$ cat src/rtl/irq_agg_pkg.sv
package irq_agg_pkg;
  localparam int BANK_SEL_W = 2;
  localparam int MAX_BANKS  = 1 << BANK_SEL_W;

  typedef struct packed {
    logic                  maskWr;
    logic                  statRd;
    logic                  rdCapture;
    logic                  bankOk;
    logic                  selMask;
    logic [BANK_SEL_W-1:0] bank;
  } bankStrobes_t;
endpackage

$ cat src/rtl/irq_agg_ctrl.sv
module irq_agg_ctrl
  import irq_agg_pkg::*;
#(
  parameter int NUM_BANKS = 3
) (
  input  logic                  clk,
  input  logic                  rst_n,
  input  logic [BANK_SEL_W-1:0] busAddr,
  input  logic                  busSel,
  input  logic                  busWrEn,
  input  logic                  busRdEn,
  output bankStrobes_t          strb
);
  logic bankOk;

  assign bankOk = int'(busAddr) < NUM_BANKS;

  always_comb begin
    strb           = '0;
    strb.bank      = busAddr;
    strb.bankOk    = bankOk;
    strb.selMask   = busSel;
    strb.rdCapture = busRdEn;
    strb.maskWr    = busWrEn & busSel & bankOk;
    strb.statRd    = busRdEn & ~busSel & bankOk;
  end

  // unused address must raise no register strobe
  assert_ghost_bank_R1: assert property (@(posedge clk) disable iff (!rst_n)
    (int'(busAddr) >= NUM_BANKS) |-> (!strb.maskWr && !strb.statRd));
endmodule

$ cat src/rtl/irq_agg_dp.sv
module irq_agg_dp
  import irq_agg_pkg::*;
#(
  parameter int NUM_BANKS   = 3,
  parameter int BANK_W      = 8,
  parameter int LEVEL_SRC   = 5,
  parameter int SYNC_STAGES = 2
) (
  input  logic                          clk,
  input  logic                          rst_n,
  input  logic [NUM_BANKS*BANK_W-1:0]   irqIn,
  input  bankStrobes_t                  strb,
  input  logic [BANK_W-1:0]             busWrData,
  output logic [BANK_W-1:0]             busRdData,
  output logic                          hostIrq
);
  localparam int NSRC = NUM_BANKS * BANK_W;
  localparam logic [NSRC-1:0] LEVEL_BIT = NSRC'(1) << LEVEL_SRC;

  logic [SYNC_STAGES-1:0][NSRC-1:0] syncQ;
  logic [NSRC-1:0] syncd, prevQ, edgeHit, statQ, clrVec;
  logic [NSRC-1:0] levelView, statView, effPend, maskFlat;
  logic [NUM_BANKS-1:0][BANK_W-1:0] maskQ;
  logic [BANK_W-1:0] rdMux;
  logic hostIrqQ, rdDataValid;
  logic [BANK_W-1:0] rdDataQ;

  // input synchronizer and edge history
  always_ff @(posedge clk or negedge rst_n) begin
    if (!rst_n) begin
      syncQ <= '0;
      prevQ <= '0;
    end else begin
      syncQ[0] <= irqIn;
      for (int s = 1; s < SYNC_STAGES; s++) syncQ[s] <= syncQ[s-1];
      prevQ <= syncd;
    end
  end

  assign syncd    = syncQ[SYNC_STAGES-1];
  assign maskFlat = maskQ;
  assign edgeHit  = syncd & ~prevQ & ~LEVEL_BIT & maskFlat;

  always_comb begin
    clrVec = '0;
    for (int b = 0; b < NUM_BANKS; b++)
      clrVec[b*BANK_W +: BANK_W] = {BANK_W{strb.statRd && (int'(strb.bank) == b)}};
  end

  // enable bytes
  always_ff @(posedge clk or negedge rst_n) begin
    if (!rst_n) maskQ <= '0;
    else
      for (int b = 0; b < NUM_BANKS; b++)
        if (strb.maskWr && int'(strb.bank) == b) maskQ[b] <= busWrData;
  end

  // latched edge status: a fresh edge outranks the read clear
  always_ff @(posedge clk or negedge rst_n) begin
    if (!rst_n) statQ <= '0;
    else        statQ <= (statQ & ~clrVec) | edgeHit;
  end

  assign levelView = syncd & LEVEL_BIT & maskFlat;
  assign statView  = statQ | levelView;
  assign effPend   = statView & maskFlat;

  always_comb begin
    rdMux = '0;
    for (int b = 0; b < NUM_BANKS; b++)
      if (strb.bankOk && int'(strb.bank) == b)
        rdMux = strb.selMask ? maskQ[b] : statView[b*BANK_W +: BANK_W];
  end

  always_ff @(posedge clk or negedge rst_n) begin
    if (!rst_n) begin
      rdDataQ     <= '0;
      rdDataValid <= 1'b0;
      hostIrqQ    <= 1'b0;
    end else begin
      rdDataValid <= strb.rdCapture;
      if (strb.rdCapture) rdDataQ <= rdMux;
      // a status read forces one low cycle so the host sees a new edge
      hostIrqQ <= (|effPend) & ~strb.statRd;
    end
  end

  assign busRdData = rdDataQ;
  assign hostIrq   = hostIrqQ;

  for (genvar b = 0; b < NUM_BANKS; b++) begin : g_bankChk
    assert_rdclear_R4: assert property (@(posedge clk) disable iff (!rst_n)
      (strb.statRd && int'(strb.bank) == b) |=>
        ((statQ[b*BANK_W +: BANK_W] & ~$past(edgeHit[b*BANK_W +: BANK_W])) == '0));
  end

  assert_masked_lost_R6: assert property (@(posedge clk) disable iff (!rst_n)
    1'b1 |=> ((statQ & ~$past(statQ) & ~$past(maskFlat)) == '0));

  assert_rearm_low_R8: assert property (@(posedge clk) disable iff (!rst_n)
    strb.statRd |=> !hostIrq);

  assert_cascade_R7: assert property (@(posedge clk) disable iff (!rst_n)
    ((|effPend) && !strb.statRd) |=> hostIrq);

  assert_rd_valid_R4: assert property (@(posedge clk) disable iff (!rst_n)
    strb.rdCapture |=> rdDataValid);
endmodule

$ cat src/rtl/irq_bank_collector.sv
module irq_bank_collector
  import irq_agg_pkg::*;
#(
  parameter int NUM_BANKS   = 3,
  parameter int BANK_W      = 8,
  parameter int LEVEL_SRC   = 5,
  parameter int SYNC_STAGES = 2
) (
  input  logic                        clk,
  input  logic                        rst_n,
  input  logic [NUM_BANKS*BANK_W-1:0] irqIn,
  input  logic [BANK_SEL_W-1:0]       busAddr,
  input  logic                        busSel,
  input  logic [BANK_W-1:0]           busWrData,
  input  logic                        busWrEn,
  input  logic                        busRdEn,
  output logic [BANK_W-1:0]           busRdData,
  output logic                        hostIrq
);
  bankStrobes_t strb;

  irq_agg_ctrl #(.NUM_BANKS(NUM_BANKS)) ctrl_i (
    .clk(clk), .rst_n(rst_n), .busAddr(busAddr), .busSel(busSel),
    .busWrEn(busWrEn), .busRdEn(busRdEn), .strb(strb)
  );

  irq_agg_dp #(
    .NUM_BANKS(NUM_BANKS), .BANK_W(BANK_W),
    .LEVEL_SRC(LEVEL_SRC), .SYNC_STAGES(SYNC_STAGES)
  ) dp_i (
    .clk(clk), .rst_n(rst_n), .irqIn(irqIn), .strb(strb),
    .busWrData(busWrData), .busRdData(busRdData), .hostIrq(hostIrq)
  );
endmodule

$ cat config.mk
export PLATFORM = sky130hd
export DESIGN_NAME = irq_bank_collector
export DESIGN_NICKNAME = d
export VERILOG_FILES = /design/src/rtl/irq_agg_pkg.sv /design/src/rtl/irq_agg_ctrl.sv /design/src/rtl/irq_agg_dp.sv /design/src/rtl/irq_bank_collector.sv
export SDC_FILE = /design/constraint.sdc
export NUM_CORES = 1
export LEC_CHECK = 0
export ABC_CLOCK_PERIOD_IN_PS = 2400
export BUFFER_PORTS_ARGS = -buffer_cell sky130_fd_sc_hd__buf_2
export CAP_MARGIN = 15
export CORE_MARGIN = 4
export CORE_UTILIZATION = 55
export CTS_BUF_LIST = sky130_fd_sc_hd__clkbuf_4 sky130_fd_sc_hd__clkbuf_8 sky130_fd_sc_hd__clkbuf_16
export CTS_CLUSTER_SIZE = 24
export DETAILED_ROUTE_END_ITERATION = 8
export PLACE_DENSITY_LB_ADDON = 0.05
export SLEW_MARGIN = 20
export SYNTH_ARGS = -nofsm -noshare
export SYNTH_HDL_FRONTEND = slang
export SYNTH_SLANG_ARGS = --single-unit
$ cat constraint.sdc
create_clock -name clk -period 2.4 [get_ports clk]
set_clock_uncertainty 0.05 [all_clocks]
set_input_delay 0.48 -clock clk [delete_from_list [all_inputs] [get_ports clk]]
set_output_delay 0.48 -clock clk [all_outputs]
set_load 0.005 [all_outputs]
# After elaboration in Yosys (flattened, before gate mapping)
# Cells that the tools add are included.
# classes
n_lt_le_gt_ge	1
n_eq_ne	2
muxes	6
bitwise_logic	16
n_reduce_logical	11
# ops
cell	count
$and 24x24->24	4
$mux 8	6
$not 24->24	2
$or 24x24->24	2
$and 6x24->24	1
$reduce_or 24->1	1
$logic_and 1x1->1	9
$and 1x1->1	5
$eq 2x2->1 const B	2
$logic_not 2->1	1
$lt 2x2->1 const B	1
$not 1->1	2
# totals
register_bits	129
inputBits	39
out_inout_bits	9
elab_cells	45

# Longest topological paths before layout
# depth
word_depth	7
depth_mapped	6

# Hierarchy
# A second synthesis with hierarchy kept.
# hier_totals
cells_unflattened	310
hier_area_um2	4589.4
# modules_own_cells
module	n_inst	cells_each	area_each_um2	seq_area_each_um2
irq_agg_dp	1	302	4530.6	3203.1
irq_agg_ctrl	1	8	58.8	0.0

# Worst setup path after synthesis
# No wires, ideal clock.
# synth_timing
path_type	input -> register
from	in busSel
to	reg dp_i.rdDataQ[1], in the netlist dp_i.busRdData[1]
setup_time_ps	137
t_arrival_ps	1345
t_required_ps	2213
setup_slack_ps	868
cell_stages	4
cell_sequence	buf_6 -> mux4_2 -> a22oi_1 -> a21oi_1
# synth_via
elab_chain_len	4
word_cells_on_any_way	6
# synth_rtl
item	line_no	rtl
from (decl)	irq_bank_collector.sv:13	input logic busSel,
$mux 8	irq_agg_dp.sv:72	rdMux = strb.selMask ? maskQ[b] : statView[b*BANK_W +: BANK_W];
$mux 8 (2 in a row)	irq_agg_dp.sv:71	if (strb.bankOk && int'(strb.bank) == b)
$mux 8 *	irq_agg_dp.sv:71	
to (signal assigned)	irq_agg_dp.sv:82	if (strb.rdCapture) rdDataQ <= rdMux;
to (decl)	irq_agg_dp.sv:26	logic [BANK_W-1:0] rdDataQ;
# Every way passes the cells marked *; elsewhere a longest branch is shown, timed or not.
# A chain may end at the register's enable or synchronous reset.

# Final worst setup path
# layout_timing
from	reg dp_i.rdDataQ[4], in the netlist dp_i.busRdData[4]
to	out busRdData[4]
# layout_rtl
item	line_no	rtl
to (decl)	irq_bank_collector.sv:17	output logic [BANK_W-1:0] busRdData,
# No word-level cell between the ends.

==> impl_metrics.py <==
metrics = {
    "run_status": {
        "status": "finished clean",
    },
    "synthesis": {
        "synth_fp_nets": 320,
        "async_reset_ff_share_pct": 100.0,
        "syn_area_sq_um": 4447,
        "synth_top_family_by_area": "multiplexers",
        "netlist.area_leader.share_pct": 72.03,
        "synthCells": 281,
        "synthFlopType": "dfrtp_1",
        "synth_fa_ha_area_share_pct": 0,
        "yosysSeqAreaShare_pct": 72.03,
        "synth_compound_area_share_pct": 9.736,
        "synth_top_cells_by_count": "dfrtp_1 (128), mux2_2 (31), inv_1 (22), a32o_1 (20), nand2_1 (12)",
        "synth_area_per_cell_sq_um": 15.82,
        "yosysMostFrequentCell": "dfrtp_1",
        "synth-edff-count": 0,
        "muxShareOfSynthArea_pct": 12.10,
        "synth.distinct_cells": 26,
        "synthSimpleGateAreaFrac_pct": 3.348,
        "ys_ff_latch": 128,
        "ys_warn_count": 0,
        "ys_top_cells_by_area": "dfrtp_1 (72%), mux2_2 (7.9%), a32o_1 (4.5%)",
        "synth_top_area_cell": "dfrtp_1",
        "synthXorXnorAreaFrac_pct": 0,
    },
    "routing": {
        "drtIter0Drc": 125,
        "remaining_drc_errors": 0,
        "totalWireLength_um": 8809,
        "dr.pass1.iters": 4,
        "wl_per_cell_um": 18.86,
        "postRouteAntennaNets": 0,
        "viasPerCell": 5.595,
        "via_count": 2613,
    },
    "sta": {
        "fin_setup_tns_ps": 0,
        "tightest_slew_ps": 528.3,
        "maxSlewHeadroom_pct": 64.78,
        "hold_viol_final": 0,
        "max_freq_mhz": 635.0,
        "rsz0062_at_grt": "false",
        "fin_crit_ps": 1575,
        "timing.final.crit_share_pct": 65.61,
        "finalSetupViolCount": 0,
        "maxSlewViolCount": 0,
        "hold_ws_ps": 19.18,
    },
    "worst_setup_path": {
        "crit_required_ps": 1870,
        "reg2regPathDepth": 3,
        "cp_top_family": "flip-flops",
        "r2r_slack_ps": 880,
        "worstSetupPathType": "flip-flop to primary output",
        "crit_chain": "buf_2",
        "critPathLaunchType": "flip-flop",
        "critPathCaptureType": "primary output",
        "cp.arrival_ps": 1040,
        "slowest_delay_ps": 400,
        "reg2reg_from": "dp_i.maskFlat[7]",
        "cp_num_buf_inv": 1,
        "cp_max_fo": 2,
        "r2r_end": "dp_i.busRdData[7]",
        "cp_slowest_cell": "dfrtp_1",
    },
    "floorplan": {
        "coreArea_sq_um": 7807,
        "fp.dieH_um": 97.92,
        "start_util_pct": 56.96,
        "rows": 32,
        "io_pins": 48,
        "die_w_um": 97.92,
        "dieArea_sq_um": 9587,
    },
    "global_route": {
        "grt_pass1_vias": 2788,
        "grtUsageTotal_pct": 20.36,
        "grt-ovfl-total": 0,
        "grt_first_pass_wirelength_um": 14660,
        "grt_start_max_net_pins": 42,
        "grt_antenna_before_repair": 0,
    },
    "clock_tree": {
        "worstSkewPairLatency_ps": 510,
        "root_buffer": "clkbuf_8",
        "clk_pin_slew_ps": 60,
        "clockBufferDepth": 2,
        "htreeDepth": 4,
        "postCtsSetupBuffers": 0,
        "cts_made_buffers": 17,
        "cts_tree": "built",
        "cts_sinks": 128,
    },
    "job": {
        "drv_cap": 0,
    },
    "worst_hold_path": {
        "hold_class": "primary input to flip-flop",
        "hold_end": "dp_i.syncQ[3]",
        "hold_depth": 1,
        "hp-start": "irqIn[3]",
    },
    "finish": {
        "nets": 392,
        "final_area_sq_um": 5446,
        "final_util_pct": 69.76,
        "diodes": 0,
        "syn_to_final_growth_pct": 22.48,
        "layout-drive-gt1-share_pct": 32.88,
    },
    "power_and_ir_drop": {
        "p_leak_nw": 2.498,
        "vdd_ir_drop_max_v": 0.0005936,
        "powerDensity_nw_per_um2": 1028,
    },
    "placed_design": {
        "dpl_cell_area_sq_um": 4833,
        "gp_congestion": 0.8625,
        "dp_hpwl_um": 5736,
        "io_buffer_count": 47,
    },
}
## layout by cell type, fill, tap and decap left out, types with 3 or more instances in the layout
cell / count
clkinv_2: 4
dlygate4sd3_1: 7
mux4_1: 3
a21oi_1: 8
clkinvlp_4: 4
inv_1: 22
buf_2: 46
nor2_1: 9
a22o_1: 4
a32o_1: 20
a22oi_1: 8
a221oi_1: 5
clkbuf_16: 16
mux4_2: 4
dfrtp_1: 128
buf_4: 4
o21ai_0: 7
mux2_2: 31
nand2_1: 12
## logic make-up after synthesis
kind of cell,count (synthesis)
and+or+nand+nor,31
buffers and inverters,28
DFF,128
AOI/OAI and AO/OA,54
muxes,40
## cell type report
| cell class | instances | area, sq um |
|---|---|---|
| fillers | 544 | 2361 |
| multi-input cells | 125 | 1120 |
| clock inverters | 13 | 115.1 |
| repair buffers | 59 | 370.4 |
| flip-flops and latches | 128 | 3203 |
| inverters | 22 | 82.58 |
| well taps | 102 | 127.6 |
| clock buffers | 18 | 427.9 |
## worst max-delay path by stage
stage,from,endpoint,slack (ps),cells after the start
after floorplan,busSel,dp_i.busRdData[1],870,4
after global placement,busSel,dp_i.maskFlat[1],350,4
after detailed placement,busSel,dp_i.maskFlat[7],300,4
after CTS,dp_i.busRdData[2],busRdData[2],800,1
after global routing,dp_i.maskFlat[6],dp_i.busRdData[6],780,3
final,dp_i.busRdData[4],busRdData[4],830,1
## per-stage QoR
| step | power (mW) | std cells | setup WS (ps) |
|---|---|---|---|
| 3_5_place_dp | 3.320 | 429 | 303.3 |
| 6_report | 5.597 | 467 | 825.3 |
| 3_3_place_gp | 3.297 | 429 | 348.3 |
| 5_1_grt | 5.859 | 467 | 783.1 |
| 2_1_floorplan | 3.040 | 281 | 867.5 |
| 4_1_cts | 5.657 | 467 | 801.0 |
## what timing repair did
item                                   CTS  global route
endpoints found under the hold margin   40             0
gates resized for setup                  0             0
hold buffers                             7             0
## layer usage
metal / vias to the layer above / global-route usage [%] / part of all wire (%) / wire (um)
li1: 1178 / - / - / -
met1: 1341 / 26.63 / 44 / 3849
met2: 81 / 32.57 / 48 / 4272
met3: 13 / 5.643 / 5.9 / 519
met4: 0 / 8.200 / 1.9 / 167
met5: - / 0 / 0 / 0
## registers in the layout, indices dropped and copies added, names as in the netlist
register	cells
dp_i.prevQ	23
dp_i.syncQ	24
dp_i.busRdData	8
dp_i.hostIrq	1
dp_i.maskFlat	24
dp_i.statQ	24
dp_i.syncd	24
## power breakdown
part | switching (mW) | internal, mW | leakage (nW)
logic | 0.240 | 0.358 | 0.752
registers | 0.251 | 2.45 | 1.49
clock network | 0.909 | 1.39 | 0.259
Note: power is estimated with default switching activity, not from simulation.
